<file path="config.mk">
export PLATFORM = sky130hd
export DESIGN_NAME = mt_thread_sel
export DESIGN_NICKNAME = d
export VERILOG_FILES = /design/src/rtl/mt_sel_pkg.sv /design/src/rtl/mt_rr_pick.sv /design/src/rtl/mt_pc_bank.sv /design/src/rtl/mt_thread_sel.sv
export SDC_FILE = /design/constraint.sdc
export NUM_CORES = 1
export LEC_CHECK = 0
export BUFFER_PORTS_ARGS = -buffer_cell sky130_fd_sc_hd__buf_2
export CAP_MARGIN = 40
export CORE_ASPECT_RATIO = 0.75
export CORE_MARGIN = 5
export CORE_UTILIZATION = 30
export CTS_BUF_LIST = sky130_fd_sc_hd__clkbuf_16
export DETAILED_ROUTE_END_ITERATION = 8
export SLEW_MARGIN = 25
export SYNTH_ARGS = -nofsm -noshare
export SYNTH_HDL_FRONTEND = slang
export SYNTH_SLANG_ARGS = --single-unit
</file>
<file path="constraint.sdc">
create_clock -name clk -period 3.1 [get_ports clk]
set_input_delay 0.31 -clock clk [delete_from_list [all_inputs] [get_ports clk]]
set_output_delay 0.31 -clock clk [all_outputs]
set_load 0.005 [all_outputs]
</file>
<file path="src/rtl/mt_sel_pkg.sv">
package mt_sel_pkg;

  typedef enum logic {
    SEL_FINE   = 1'b0,
    SEL_COARSE = 1'b1
  } sel_mode_e;

endpackage

</file>
<file path="src/rtl/mt_rr_pick.sv">
module mt_rr_pick #(
  parameter int NUM_THREADS = 4,
  localparam int TID_W = (NUM_THREADS < 2) ? 1 : $clog2(NUM_THREADS)
) (
  input  logic [NUM_THREADS-1:0] req,
  input  logic [TID_W-1:0]       start,
  output logic                   found,
  output logic [TID_W-1:0]       idx
);

  logic [TID_W-1:0] cand;

  always_comb begin
    found = 1'b0;
    idx   = '0;
    cand  = '0;
    for (int k = 0; k < NUM_THREADS; k++) begin
      cand = TID_W'((int'(start) + k) % NUM_THREADS);
      if (!found && req[cand]) begin
        found = 1'b1;
        idx   = cand;
      end
    end
  end

endmodule

</file>
<file path="src/rtl/mt_pc_bank.sv">
module mt_pc_bank #(
  parameter int NUM_THREADS = 4,
  parameter int PC_W        = 32,
  parameter int PC_STEP     = 4,
  localparam int TID_W = (NUM_THREADS < 2) ? 1 : $clog2(NUM_THREADS)
) (
  input  logic             clk,
  input  logic             rst_n,
  input  logic [PC_W-1:0]  reset_vec,
  input  logic             adv_en,
  input  logic [TID_W-1:0] adv_tid,
  input  logic             wr_en,
  input  logic [TID_W-1:0] wr_tid,
  input  logic [PC_W-1:0]  wr_data,
  input  logic [TID_W-1:0] rd_tid,
  output logic [PC_W-1:0]  rd_pc
);

  logic [PC_W-1:0] pc_q [NUM_THREADS];

  for (genvar g = 0; g < NUM_THREADS; g++) begin : g_thread
    always_ff @(posedge clk) begin
      if (!rst_n) begin
        pc_q[g] <= reset_vec;
      end else if (wr_en && (wr_tid == TID_W'(g))) begin
        pc_q[g] <= wr_data;
      end else if (adv_en && (adv_tid == TID_W'(g))) begin
        pc_q[g] <= pc_q[g] + PC_W'(PC_STEP);
      end
    end
  end

  assign rd_pc = pc_q[rd_tid];

endmodule

</file>
<file path="src/rtl/mt_thread_sel.sv">
module mt_thread_sel
  import mt_sel_pkg::*;
#(
  parameter int NUM_THREADS = 4,
  parameter int PC_W        = 32,
  parameter int PC_STEP     = 4,
  parameter int REFILL_CYC  = 3,
  localparam int TID_W = (NUM_THREADS < 2) ? 1 : $clog2(NUM_THREADS)
) (
  input  logic                   clk,
  input  logic                   rst_n,
  input  logic [PC_W-1:0]        reset_vec,
  input  logic                   mode_coarse,
  input  logic [NUM_THREADS-1:0] stall,
  input  logic [NUM_THREADS-1:0] miss,
  input  logic                   pc_wr_en,
  input  logic [TID_W-1:0]       pc_wr_tid,
  input  logic [PC_W-1:0]        pc_wr_data,
  output logic                   issue_valid,
  output logic [TID_W-1:0]       issue_tid,
  output logic [PC_W-1:0]        issue_pc
);

  localparam int RF_W = (REFILL_CYC < 1) ? 1 : $clog2(REFILL_CYC + 1);
  localparam logic [TID_W-1:0] LAST_TID = TID_W'(NUM_THREADS - 1);

  function automatic logic [TID_W-1:0] wrap_inc(input logic [TID_W-1:0] t);
    return (t == LAST_TID) ? '0 : t + 1'b1;
  endfunction

  sel_mode_e              mode;
  logic [NUM_THREADS-1:0] elig;
  logic [NUM_THREADS-1:0] cur_mask;
  logic [TID_W-1:0]       ptr_q;
  logic [TID_W-1:0]       cur_q;
  logic [RF_W-1:0]        refill_q;

  logic                   f_found;
  logic [TID_W-1:0]       f_idx;
  logic                   c_found;
  logic [TID_W-1:0]       c_idx;

  logic                   issue_v;
  logic [TID_W-1:0]       sel;
  logic                   do_switch;

  assign mode     = sel_mode_e'(mode_coarse);
  assign elig     = ~(stall | miss);
  assign cur_mask = {{(NUM_THREADS-1){1'b0}}, 1'b1} << cur_q;

  // interleaved search from the rotation start point
  mt_rr_pick #(.NUM_THREADS(NUM_THREADS)) u_fine_pick (
    .req   (elig),
    .start (ptr_q),
    .found (f_found),
    .idx   (f_idx)
  );

  // block-mode successor search, excluding the current thread
  mt_rr_pick #(.NUM_THREADS(NUM_THREADS)) u_coarse_pick (
    .req   (elig & ~cur_mask),
    .start (wrap_inc(cur_q)),
    .found (c_found),
    .idx   (c_idx)
  );

  always_comb begin
    issue_v   = 1'b0;
    sel       = cur_q;
    do_switch = 1'b0;
    if (mode == SEL_FINE) begin
      issue_v = f_found;
      sel     = f_idx;
    end else if (refill_q != '0) begin
      issue_v = 1'b0;
    end else if (miss[cur_q]) begin
      do_switch = c_found;
    end else if (!stall[cur_q]) begin
      issue_v = 1'b1;
    end
  end

  always_ff @(posedge clk) begin
    if (!rst_n) begin
      ptr_q    <= '0;
      cur_q    <= '0;
      refill_q <= '0;
    end else if (mode == SEL_FINE) begin
      refill_q <= '0;
      if (issue_v) begin
        ptr_q <= wrap_inc(sel);
        cur_q <= sel;
      end
    end else begin
      if (refill_q != '0) begin
        refill_q <= refill_q - 1'b1;
      end else if (do_switch) begin
        cur_q    <= c_idx;
        refill_q <= RF_W'(REFILL_CYC);
      end
      if (issue_v) begin
        ptr_q <= wrap_inc(cur_q);
      end
    end
  end

  mt_pc_bank #(
    .NUM_THREADS (NUM_THREADS),
    .PC_W        (PC_W),
    .PC_STEP     (PC_STEP)
  ) u_pc_bank (
    .clk       (clk),
    .rst_n     (rst_n),
    .reset_vec (reset_vec),
    .adv_en    (issue_v),
    .adv_tid   (sel),
    .wr_en     (pc_wr_en),
    .wr_tid    (pc_wr_tid),
    .wr_data   (pc_wr_data),
    .rd_tid    (sel),
    .rd_pc     (issue_pc)
  );

  assign issue_valid = issue_v;
  assign issue_tid   = sel;

endmodule

</file>
==> results.md, run 1 <==
- Detailed placement HPWL: roughly 26000 µm
- Vias per cell: 5.54
- Clk slew on worst S/H paths: about 0.060 ns
- Crit path required time: between 2 and 3 ns
- P_leak: about 4.7 nW
- Fin nets: about 1300
- Final Hold Vio Count: 0
- Most common cell after layout, fill and taps aside: edfxtp_1
- Final routed DRC violation total: 0
- Root buf cell: clkbuf_16
- Initial Util: 30.6%
- Flop pwr share: ~40%
- Routed wire per std cell: 21.4 µm
- 1st-iter DRT viols: 990
- Combinational Power Share: ~28%
- Net Sw Power: roughly 2.1 mW
- Clk sinks: about 130
- Pwr dens: a little over 500 nW/µm²
- Post-Syn Instances: 1099
- Int Power: ~4.3 mW
- Routed wire length: approximately 36000 µm
- CP Capture Type: output pin
- Status: completed
- # setup viols final: 0
- Clk buf depth: 2
- I/O Pins: roughly 110
- Drt pass-1 iters: 5
- Num CTS Buffers: 17
- Antenna diode count: 0
- Vias in the first global route: between 8000 and 9000
- Post-DP Area: ~12000 µm²
- Max Cap Violations: 0
- Yosys warns: 0
- Peak VDD IR: around 0.29 mV
- Syn nets: between 1000 and 1500
- Sequential area share after synthesis: 37.2%
- Power Total: roughly 6.4 mW
- Clock Skew: 0.0121 ns
- First-pass GRT wire length: approximately 54000 µm
- Die area: roughly 39000 µm²
- Worst Setup Start Kind: flip-flop
- EDFF count, synth: around 130
- Syn_area_per_cell: about 9.7 µm²
- Slew margin rel.: roughly 43%
- DR vias: slightly above 9000
- Most frequent cells in the layout: 128 x edfxtp_1, 122 x mux2i_1, 113 x buf_2
- Net Sw Frac: about a third
- Pin slew with the least headroom to its limit: 0.844 ns
- Fin area: roughly 13000 µm²
- Initial antenna violation count: 0
- Maximum level of the CTS H-tree: 4
- Largest net degree at the start of global routing: 61
- Worst skew pair latency: roughly 0.45 ns
- Crit path kind: reg -> out
- Crit path max fanout: 5
- Data arrival, critical path: between 2 and 3 ns
- Minimum clock period: between 2 and 3 ns
- Final period util: about 97%
- Ratio of cells with drive above 1 in the final layout: 22.4%
- Post-route ant nets: 0
- Core area: approximately 35000 µm²
- Die W: between 200 and 250 µm
- Port Buffers: about 110
- Cell area after synthesis: 10700 µm²
- Flops & latches, synth: roughly 130
- Final Max Slew Viols: 0
- Distinct cells, synth: between 50 and 60
- Clock Power Share: 31.6%
- CTS tree: yes
- Gpl congestion: 0.906
- Die Y: 173 µm
- Rows: 59
- All-Layer GR Usage: between 10% and 20%
- Hold WC Path Type: in -> reg
- Gr ovfl total: 0
- Synth Flop Type: edfxtp_1
- FMAX: approximately 0.33 GHz
- Ys async rst share: 0%
- Synthesis-to-finish area growth: 19.0%
logic make-up (layout without fill, tap and decap cells):
logic type	Yosys count	count (layout)	synth area share (%)
mux	181	181	17.9
compound gates	209	209	12.0
fa+ha+maj	13	13	1.53
xor+xnor	112	112	9.21
flops	134	134	37.2
simple gates	365	365	18.3
buf+inv	85	211	3.85
registers in the layout (all words and copies together) (netlist names):
register	count
refill_q	2
cur_q	2
ptr_q	2
u_pc_bank.pc_q	128
path summary, 6_finish.rpt:
| kind | cells after the start | slack [ns] | startpoint | endpoint |
|---|---|---|---|---|
| worst max-delay path | 5 | 0.11 | cur_q[1] | issue_valid |
| worst min-delay path | 3 | 0.22 | pc_wr_data[0] | u_pc_bank.pc_q[2][0] |
| worst min register to register | 1 | 0.48 | refill_q[0] | refill_q[0] |
| worst max register to register | 11 | 0.20 | ptr_q[0] | u_pc_bank.pc_q[2][22] |
metal layers:
metal  vias up  share of wire, %  GRT usage [%]
met3        29               9.1           4.61
li1       4353                 -              -
met1      4513                46           26.3
met5         -                 0              0
met4         0               1.3           3.56
met2       426                43           26.5
through the flow:
stage	TNS, ns	setup WS [ns]	utilization [%]	hold WS (ns)	std cells
2_1_floorplan	0	0.0664	-	0.436	1099
3_3_place_gp	0	0.0743	34.2	0.449	1642
3_5_place_dp	-0.0926	-0.0403	34.3	0.462	1643
4_1_cts	-0.00741	-0.00741	35.9	0.202	1675
5_1_grt	-0.0122	-0.00899	36.4	0.212	1682
6_report	0	0.106	36.4	0.222	1682
power groups by stage:
stage          combinational [mW]  sequential [mW]  clock (mW)
5_1_grt                      1.93             2.62        2.12
2_1_floorplan                1.10             2.51           0
3_5_place_dp                 1.70             2.61           0
4_1_cts                      1.72             2.57        2.04
6_report                     1.78             2.59        2.01
3_3_place_gp                 1.69             2.60           0
worst max-delay path, cell delays in order (launching register included):
cell     delay (ns)
dfxtp_1        0.47
mux4_2         0.58
o31a_1         0.46
nor2_1         0.39
buf_4          0.22
buf_2          0.12
synthesized netlist by cell type, types with 4 or more instances:
cell	number	area, µm²
a211oi_1	42	315
a21o_1	5	37.5
a21oi_1	87	435
a221o_1	5	50.1
and2_1	25	156
and3_1	16	100
and4_1	14	123
buf_2	25	125
buf_4	10	75.1
clkbuf_1	26	97.6
dfxtp_1	6	120
edfxtp_1	128	3840
ha_1	13	163
inv_1	19	71.3
mux2_2	48	541
mux2i_1	130	1300
nand2_1	76	285
nand3_1	49	245
nand4_1	36	225
nor2_1	75	282
nor2b_1	20	125
nor3_1	22	110
nor4_1	7	43.8
nor4b_4	4	95.1
o21ai_0	38	190
o21ai_1	5	25.0
o22ai_1	5	31.3
or2_2	5	31.3
or3_1	6	37.5
xnor2_1	42	368
xor2_1	70	613
area by class of cell:
class / count / area [µm²]
Inverter: 19 / 71.3
Clock inverter: 15 / 140
Clock buffer: 17 / 425
Timing Repair Buffer: 160 / 1130
Multi-Input combinational cell: 880 / 6370
Sequential cell: 134 / 3970
Tap cell: 457 / 572
Fill cell: 3569 / 22200
what timing repair did:
action                                  4_1_cts  5_1_grt
gates resized for setup                       3       18
pin swaps                                     0        1
hold endpoints to repair                      0        0
hold buffers                                  0        0
cloned                                        0        1
buffers inserted                              0        2
endpoints found under the setup margin       31       40
Power figures use the tool's default switching activity.
==> run 2: changes to the inputs <==
Settings changed: CORE_UTILIZATION 30 to 55, GPL_ROUTABILITY_DRIVEN set to 0, PLACE_DENSITY set to 0.76.
==> run 2 against run 1 <==
Global-route usage increased by 12 points. First-iteration DRC count is 37% higher. Clock power increased by 2%. Sequential cell count is the same. Largest power group unchanged. Clock skew increased by 0.0022 ns. Design area shrank 1.6%. Worst setup slack got worse by 0.070 ns. Critical path type unchanged. Core utilization increased by 29 points. Wire length down 7.2%.
==> results.md, run 2 (synthesis gave the netlist of run 1 again) <==
- Crit path required time: 2.79 ns (about the same)
- # setup viols final: 0 (unchanged)
- Largest net degree at the start of global routing: 61 (unchanged)
- Pin slew with the least headroom to its limit: 0.784 ns (was 0.844 ns)
- Post-Layout Cell Count: 1480 (was 1682)
- Critical-path top delay cell: mux2i_1 (was mux4_2)
- Final Max Slew Viols: 0 (unchanged)
- Final routed DRC violation total: 0 (unchanged)
- Hold slack: 0.200 ns (was 0.222 ns)
- Most common cell after layout, fill and taps aside: edfxtp_1 (unchanged)
- Clock Skew: 0.0143 ns (was 0.0121 ns)
- Clk buf depth: 2 (unchanged)
- Core area: 19200 µm² (was 34800 µm²)
- Fin nets: 1305 (was 1303)
- Pwr dens: 518 nW/µm² (was 504 nW/µm²)
- WHS Path Cells: 3 (unchanged)
- Crit path kind: reg -> out (unchanged)
- Final Hold Vio Count: 0 (unchanged)
- Routed wire length on met2: 14500 µm (was 15600 µm)
- All-Layer GR Usage: 29.6% (was 17.9%)
- CP Buf/Inv Count: 4 (was 2)
- Vias in the first global route: 8979 (was 8950)
- Worst skew pair latency: 0.44 ns (was 0.45 ns)
- FMAX: 0.326 GHz (was 0.334 GHz)
- DR vias: 9710 (was 9321)
- Sequential cell area: 3970 µm² (about the same)
- Top sig layer: met4 (unchanged)
- Routed wire per std cell: 22.6 µm (was 21.4 µm)
- Detailed placement HPWL: 23100 µm (was 26300 µm)
- Peak VDD IR: 0.259 mV (was 0.288 mV)
- Layout fillers: 1503 (was 3569)
- Multi-input logic area: 6400 µm² (was 6370 µm²)
- Placed insts: 1442 (was 1643)
- Hold WC Path Type: in -> reg (unchanged)
- Drt pass-1 iters: 5 (unchanged)
- Vias per cell: 6.56 (was 5.54)
- Metal3 WL: 4360 µm (was 3290 µm)
- Number of flip-flops under the largest register name: 128 (unchanged)
- Num CTS Buffers: 17 (unchanged)
- Final period util: 98.9% (was 96.6%)
- Final TNS setup: 0 ns (unchanged)
- Data arrival, critical path: 2.75 ns (was 2.68 ns)
- Critical path's top delay family: buffers and inverters (was multiplexers)
- Initial Util: 55.4% (was 30.6%)
- Gr ovfl total: 0 (unchanged)
- Crit path max fanout: 15 (was 5)
- Synthesis-to-finish area growth: 17.1% (was 19.0%)
- Reg2Reg Depth: 10 (was 11)
- DRT met1 WL: 13900 µm (was 16700 µm)
- Root buf cell: clkbuf_16 (unchanged)
- P_leak: 4.68 nW (was 4.65 nW)
- Clk slew on worst S/H paths: 0.07 ns (was 0.06 ns)
- Minimum clock period: 3.06 ns (was 2.99 ns)
- Slew margin rel.: 47.3% (was 43.3%)
- Maximum level of the CTS H-tree: 4 (unchanged)
- CP Capture Type: output pin (unchanged)
- First-pass GRT wire length: 50800 µm (was 54300 µm)
- Antenna diode count: 0 (unchanged)
- Post-route ant nets: 0 (unchanged)
- Most frequent cells in the layout: 128 x edfxtp_1, 122 x mux2i_1, 112 x buf_2 (was 128 x edfxtp_1, 122 x mux2i_1, 113 x buf_2)
- Ratio of cells with drive above 1 in the final layout: 22.8% (was 22.4%)
- Port Buffers: 112 (unchanged)
- Final Util: 64.9% (was 36.4%)
- Worst Setup Start Kind: flip-flop (unchanged)
- Initial antenna violation count: 0 (unchanged)
- 1st-iter DRT viols: 1356 (was 990)
- Clk sinks: 134 (unchanged)
- Hold buffer count at CTS: 0 (unchanged)
- Max Cap Violations: 0 (unchanged)
- CP cell instances: buf_6, or3b_4, a21oi_4, o41ai_4, bufbuf_16, buf_12, mux2i_1, mux2i_4, buf_2 (was mux4_2, o31a_1, nor2_1, buf_4, buf_2)
- CTS tree: yes (unchanged)
- Biggest register: u_pc_bank.pc_q (unchanged)
- Crit path depth: 9 (was 5)
- Rows: 44 (was 59)
- I/O Pins: 113 (unchanged)
- Unrepaired setup endpoints after global routing: no
- Die area: 22300 µm² (was 39400 µm²)
- Slowest cell delay on critical path: 0.38 ns (was 0.58 ns)
- Routed wire length: 33500 µm (was 36100 µm)
- Die W: 171 µm (was 228 µm)
- Status: completed (unchanged)
- Die Y: 131 µm (was 173 µm)
## run 2: changes by cell type in the layout (fill, tap and decap cells not counted), sizes merged
cell / before / now
clkbuf: 20 / 18
inv: 20 / 23
buf: 157 / 159
bufbuf: 0 / 2
clkinvlp: 6 / 3
## run 2: cell type report
class                      count  area share (%)
sequential                   134            31.8
clock buffer                  17            3.41
timing repair buffer         162            9.14
clock inverter                15            1.25
tap                          253            2.54
multi-input combinational    880            51.3
inverter                      19           0.572
## run 2: report_power, final
| part | switching [mW] | leakage, nW | internal, mW | total [mW] |
|---|---|---|---|---|
| logic | 0.996 | 3.07 | 0.821 | 1.82 |
| registers | 0.288 | 1.33 | 2.29 | 2.58 |
| clock network | 0.876 | 0.279 | 1.19 | 2.06 |
## run 2: through the flow
step	total power, mW	instance area [µm²]	setup slack (ns)
2_1_floorplan	3.61	10700	0.0664
3_3_place_gp	4.21	11700	0.190
3_5_place_dp	4.26	11700	0.0954
4_1_cts	6.38	12400	0.00879
5_1_grt	6.70	12500	0.00200
6_report	6.46	12500	0.0355
## run 2: path summary, 6_finish.rpt
kind / from / endpoint / slack [ns]
max: ptr_q[1] / issue_pc[3] / 0.04
min: pc_wr_data[1] / u_pc_bank.pc_q[2][1] / 0.20
max reg2reg: ptr_q[1] / u_pc_bank.pc_q[3][11] / 0.18
min reg2reg: refill_q[0] / refill_q[0] / 0.47
## run 2: tightest hold or removal path: stages
cell and delay (ns):
buf_2 0.11, nand2_1 0.05, o21ai_0 0.06
## run 2: repair_timing
| item | in CTS | in global routing |
|---|---|---|
| pin swaps | 1 | 1 |
| endpoints found under the setup margin | 24 | 77 |
| cloned | 2 | 0 |
| resized for setup | 14 | 13 |
| setup buffers | 2 | 0 |
## run 2: layer usage
metal | track usage [%] | up-vias
met3 | 7.73 | 75
met1 | 42.4 | 4612
met4 | 7.79 | 0
met5 | 0 | -
met2 | 44.8 | 674
li1 | - | 4349
==> run 3: changes to the inputs <==
Settings changed: BUFFER_PORTS_ARGS -buffer_cell sky130_fd_sc_hd__buf_2 to not set, CORE_UTILIZATION 55 to 59, DONT_BUFFER_PORTS set to 1.
==> run 3 against run 2 <==
Sequential power about the same. Fmax up 0.71%. Register-to-register slack better by 0.02 ns. Core utilization up 2.5 points. Design area down 4.3%. Die area fell by 6.3%. Global-route usage rose by 2.1 points. First-iteration DRC count down 3.3%. Via count shrank 5.0%. Critical path depth is 1 lower. Hold slack got worse by 0.18 ns. Wire length grew 0.62%. Critical path type unchanged. Critical endpoint is now issue_pc[4]. Largest power group unchanged.
==> results.md, run 3 (synthesis gave the netlist of run 1 again) <==
- Status: completed (unchanged)
- Vias in the first global route: 8653 (was 8979)
- Max Cap Violations: 0 (unchanged)
- Final period util: 98.2% (was 98.9%)
- Hold slack: 0.0236 ns (was 0.200 ns)
- Fin nets: 1194 (was 1305)
- I/O Pins: 113 (unchanged)
- Combinational Power Share: 24.9% (was 28.1%)
- FMAX: 0.329 GHz (was 0.326 GHz)
- # setup viols final: 0 (unchanged)
- Clk buf depth: 2 (unchanged)
- Most common cell after layout, fill and taps aside: edfxtp_1 (unchanged)
- Root buf cell: clkbuf_16 (unchanged)
- Slew margin rel.: 47.8% (was 47.3%)
- Hold path start: rst_n (was pc_wr_data[1])
- Reg2Reg Depth: 9 (was 10)
- DR vias: 9228 (was 9710)
- Crit path kind: reg -> out (unchanged)
- Reg2reg end: u_pc_bank.pc_q[2][12] (was u_pc_bank.pc_q[3][11])
- Rows: 42 (was 44)
- Power Total: 6.44 mW (was 6.46 mW)
- Vias per cell: 6.80 (was 6.56)
- Hold buffer count at CTS: 0 (unchanged)
- R2R Path Start: ptr_q[1] (unchanged)
- Final Hold Vio Count: 0 (unchanged)
- Port Buffers: 0 (was 112)
- Core area: 17700 µm² (was 19200 µm²)
- Maximum level of the CTS H-tree: 4 (unchanged)
- Most frequent cells in the layout: 128 x edfxtp_1, 120 x mux2i_1, 86 x a21oi_1 (was 128 x edfxtp_1, 122 x mux2i_1, 112 x buf_2)
- Net Sw Frac: 31.4% (was 33.4%)
- Clock Skew: 0.00767 ns (was 0.0143 ns)
- Crit path required time: 2.79 ns (about the same)
- Net Sw Power: 2.03 mW (was 2.16 mW)
- Largest net degree at the start of global routing: 61 (unchanged)
- Top sig layer: met4 (unchanged)
- Worst skew pair latency: 0.44 ns (about the same)
- Detailed placement HPWL: 23000 µm (was 23100 µm)
- Post-Layout Cell Count: 1357 (was 1480)
- Routed wire length: 33700 µm (was 33500 µm)
- First-pass GRT wire length: 50900 µm (was 50800 µm)
- Die area: 20900 µm² (was 22300 µm²)
- DRT met1 WL: 13700 µm (was 13900 µm)
- Pin slew with the least headroom to its limit: 0.775 ns (was 0.784 ns)
- Routed wire per std cell: 24.8 µm (was 22.6 µm)
- Num CTS Buffers: 17 (unchanged)
- Clk slew on worst S/H paths: 0.06 ns (was 0.07 ns)
- Routed wire length on met2: 14700 µm (was 14500 µm)
- Ratio of cells with drive above 1 in the final layout: 15.1% (was 22.8%)
- Minimum clock period: 3.04 ns (was 3.06 ns)
- Synthesis-to-finish area growth: 12.1% (was 17.1%)
- Metal3 WL: 4490 µm (was 4360 µm)
- Worst Setup Start Kind: flip-flop (unchanged)
- Final Max Slew Viols: 0 (unchanged)
- Peak VDD IR: 0.321 mV (was 0.259 mV)
- Initial antenna violation count: 0 (unchanged)
- Placed insts: 1318 (was 1442)
- CP Capture Type: output pin (unchanged)
- WHS Path Cells: 1 (was 3)
- 1st-iter DRT viols: 1311 (was 1356)
- All-Layer GR Usage: 31.7% (was 29.6%)
- Pwr dens: 540 nW/µm² (was 518 nW/µm²)
- Gr ovfl total: 0 (unchanged)
- Clk sinks: 134 (unchanged)
- Drt pass-1 iters: 6 (was 5)
- Number of flip-flops under the largest register name: 128 (unchanged)
- Antenna diode count: 0 (unchanged)
- Int Power: 4.42 mW (was 4.30 mW)
- Final routed DRC violation total: 0 (unchanged)
- Biggest register: u_pc_bank.pc_q (unchanged)
- Die W: 165 µm (was 171 µm)
- Clock Power Share: 34.9% (was 32.0%)
- P_leak: 4.26 nW (was 4.68 nW)
- Die Y: 126 µm (was 131 µm)
- Final TNS setup: 0 ns (unchanged)
- CTS tree: yes (unchanged)
- Post-route ant nets: 0 (unchanged)
- Worst hold path endpoint: cur_q[0] (was u_pc_bank.pc_q[2][1])
- Final Util: 67.4% (was 64.9%)
- Crit path max fanout: 13 (was 15)
- Initial Util: 60.2% (was 55.4%)
- Data arrival, critical path: 2.73 ns (was 2.75 ns)
- Hold WC Path Type: in -> reg (unchanged)
- R2r setup slk: 0.20 ns (was 0.18 ns)
- Flop pwr share: 40.3% (was 39.9%)
run 3: changes by cell type in the layout (fill, tap and decap cells not counted), sizes merged:
cell / change
inv: -2
bufinv: +3
clkinv: -2
buf: -110
bufbuf: -1
run 3: cell type report:
type | instances | area, µm²
Clock buffer | 17 | 425
Timing Repair Buffer | 51 | 563
Sequential cell | 134 | 3970
Tap cell | 242 | 303
Multi-Input combinational cell | 880 | 6400
Fill cell | 1378 | 5770
Inverter | 19 | 71.3
Clock inverter | 14 | 209
run 3: routing by layer:
layer  track usage (%)  vias to the layer above
met5                 0                        -
met4              8.66                        0
met3              9.50                       75
met2              47.6                      601
met1              44.7                     4433
li1                  -                     4119
run 3: power groups by stage:
stage | clock network, mW | logic, mW | registers [mW]
2_1_floorplan | 0 | 1.10 | 2.51
3_3_place_gp | 0 | 1.41 | 2.59
3_5_place_dp | 0 | 1.45 | 2.61
4_1_cts | 2.25 | 1.50 | 2.57
5_1_grt | 2.32 | 1.72 | 2.62
6_report | 2.25 | 1.60 | 2.59
run 3: timing repair:
item                                    CTS  global route
pin swaps                                 1             1
endpoints found under the setup margin   18            49
cloned                                    2             1
buffers inserted                          1             4
resized for setup                         6            20
run 3: critical path: stages (launching register included):
cell       delay, ns
dfxtp_2         0.45
nor3_1          0.12
o21a_1          0.24
o41ai_4         0.42
bufbuf_16       0.38
buf_6           0.21
mux2i_1         0.21
mux2i_1         0.09
buf_4           0.16
run 3: stage by stage:
| stage | cell area, µm² | setup WS (ns) |
|---|---|---|
| after floorplan | 10700 | 0.0664 |
| after global placement | 11100 | 0.245 |
| after detailed placement | 11100 | 0.174 |
| after CTS | 11800 | 0.00415 |
| after global routing | 11900 | -0.0143 |
| final | 11900 | 0.0571 |
run 3: worst max path at each step:
| stage | startpoint | to | cells past startpoint |
|---|---|---|---|
| final | ptr_q[1] | issue_pc[4] | 8 |
| after global placement | ptr_q[0] | u_pc_bank.pc_q[2][22] | 8 |
| after floorplan | miss[2] | u_pc_bank.pc_q[3][10] | 9 |
| after CTS | ptr_q[0] | issue_pc[6] | 6 |
| after detailed placement | ptr_q[1] | u_pc_bank.pc_q[1][4] | 8 |
| after global routing | ptr_q[1] | issue_pc[4] | 8 |
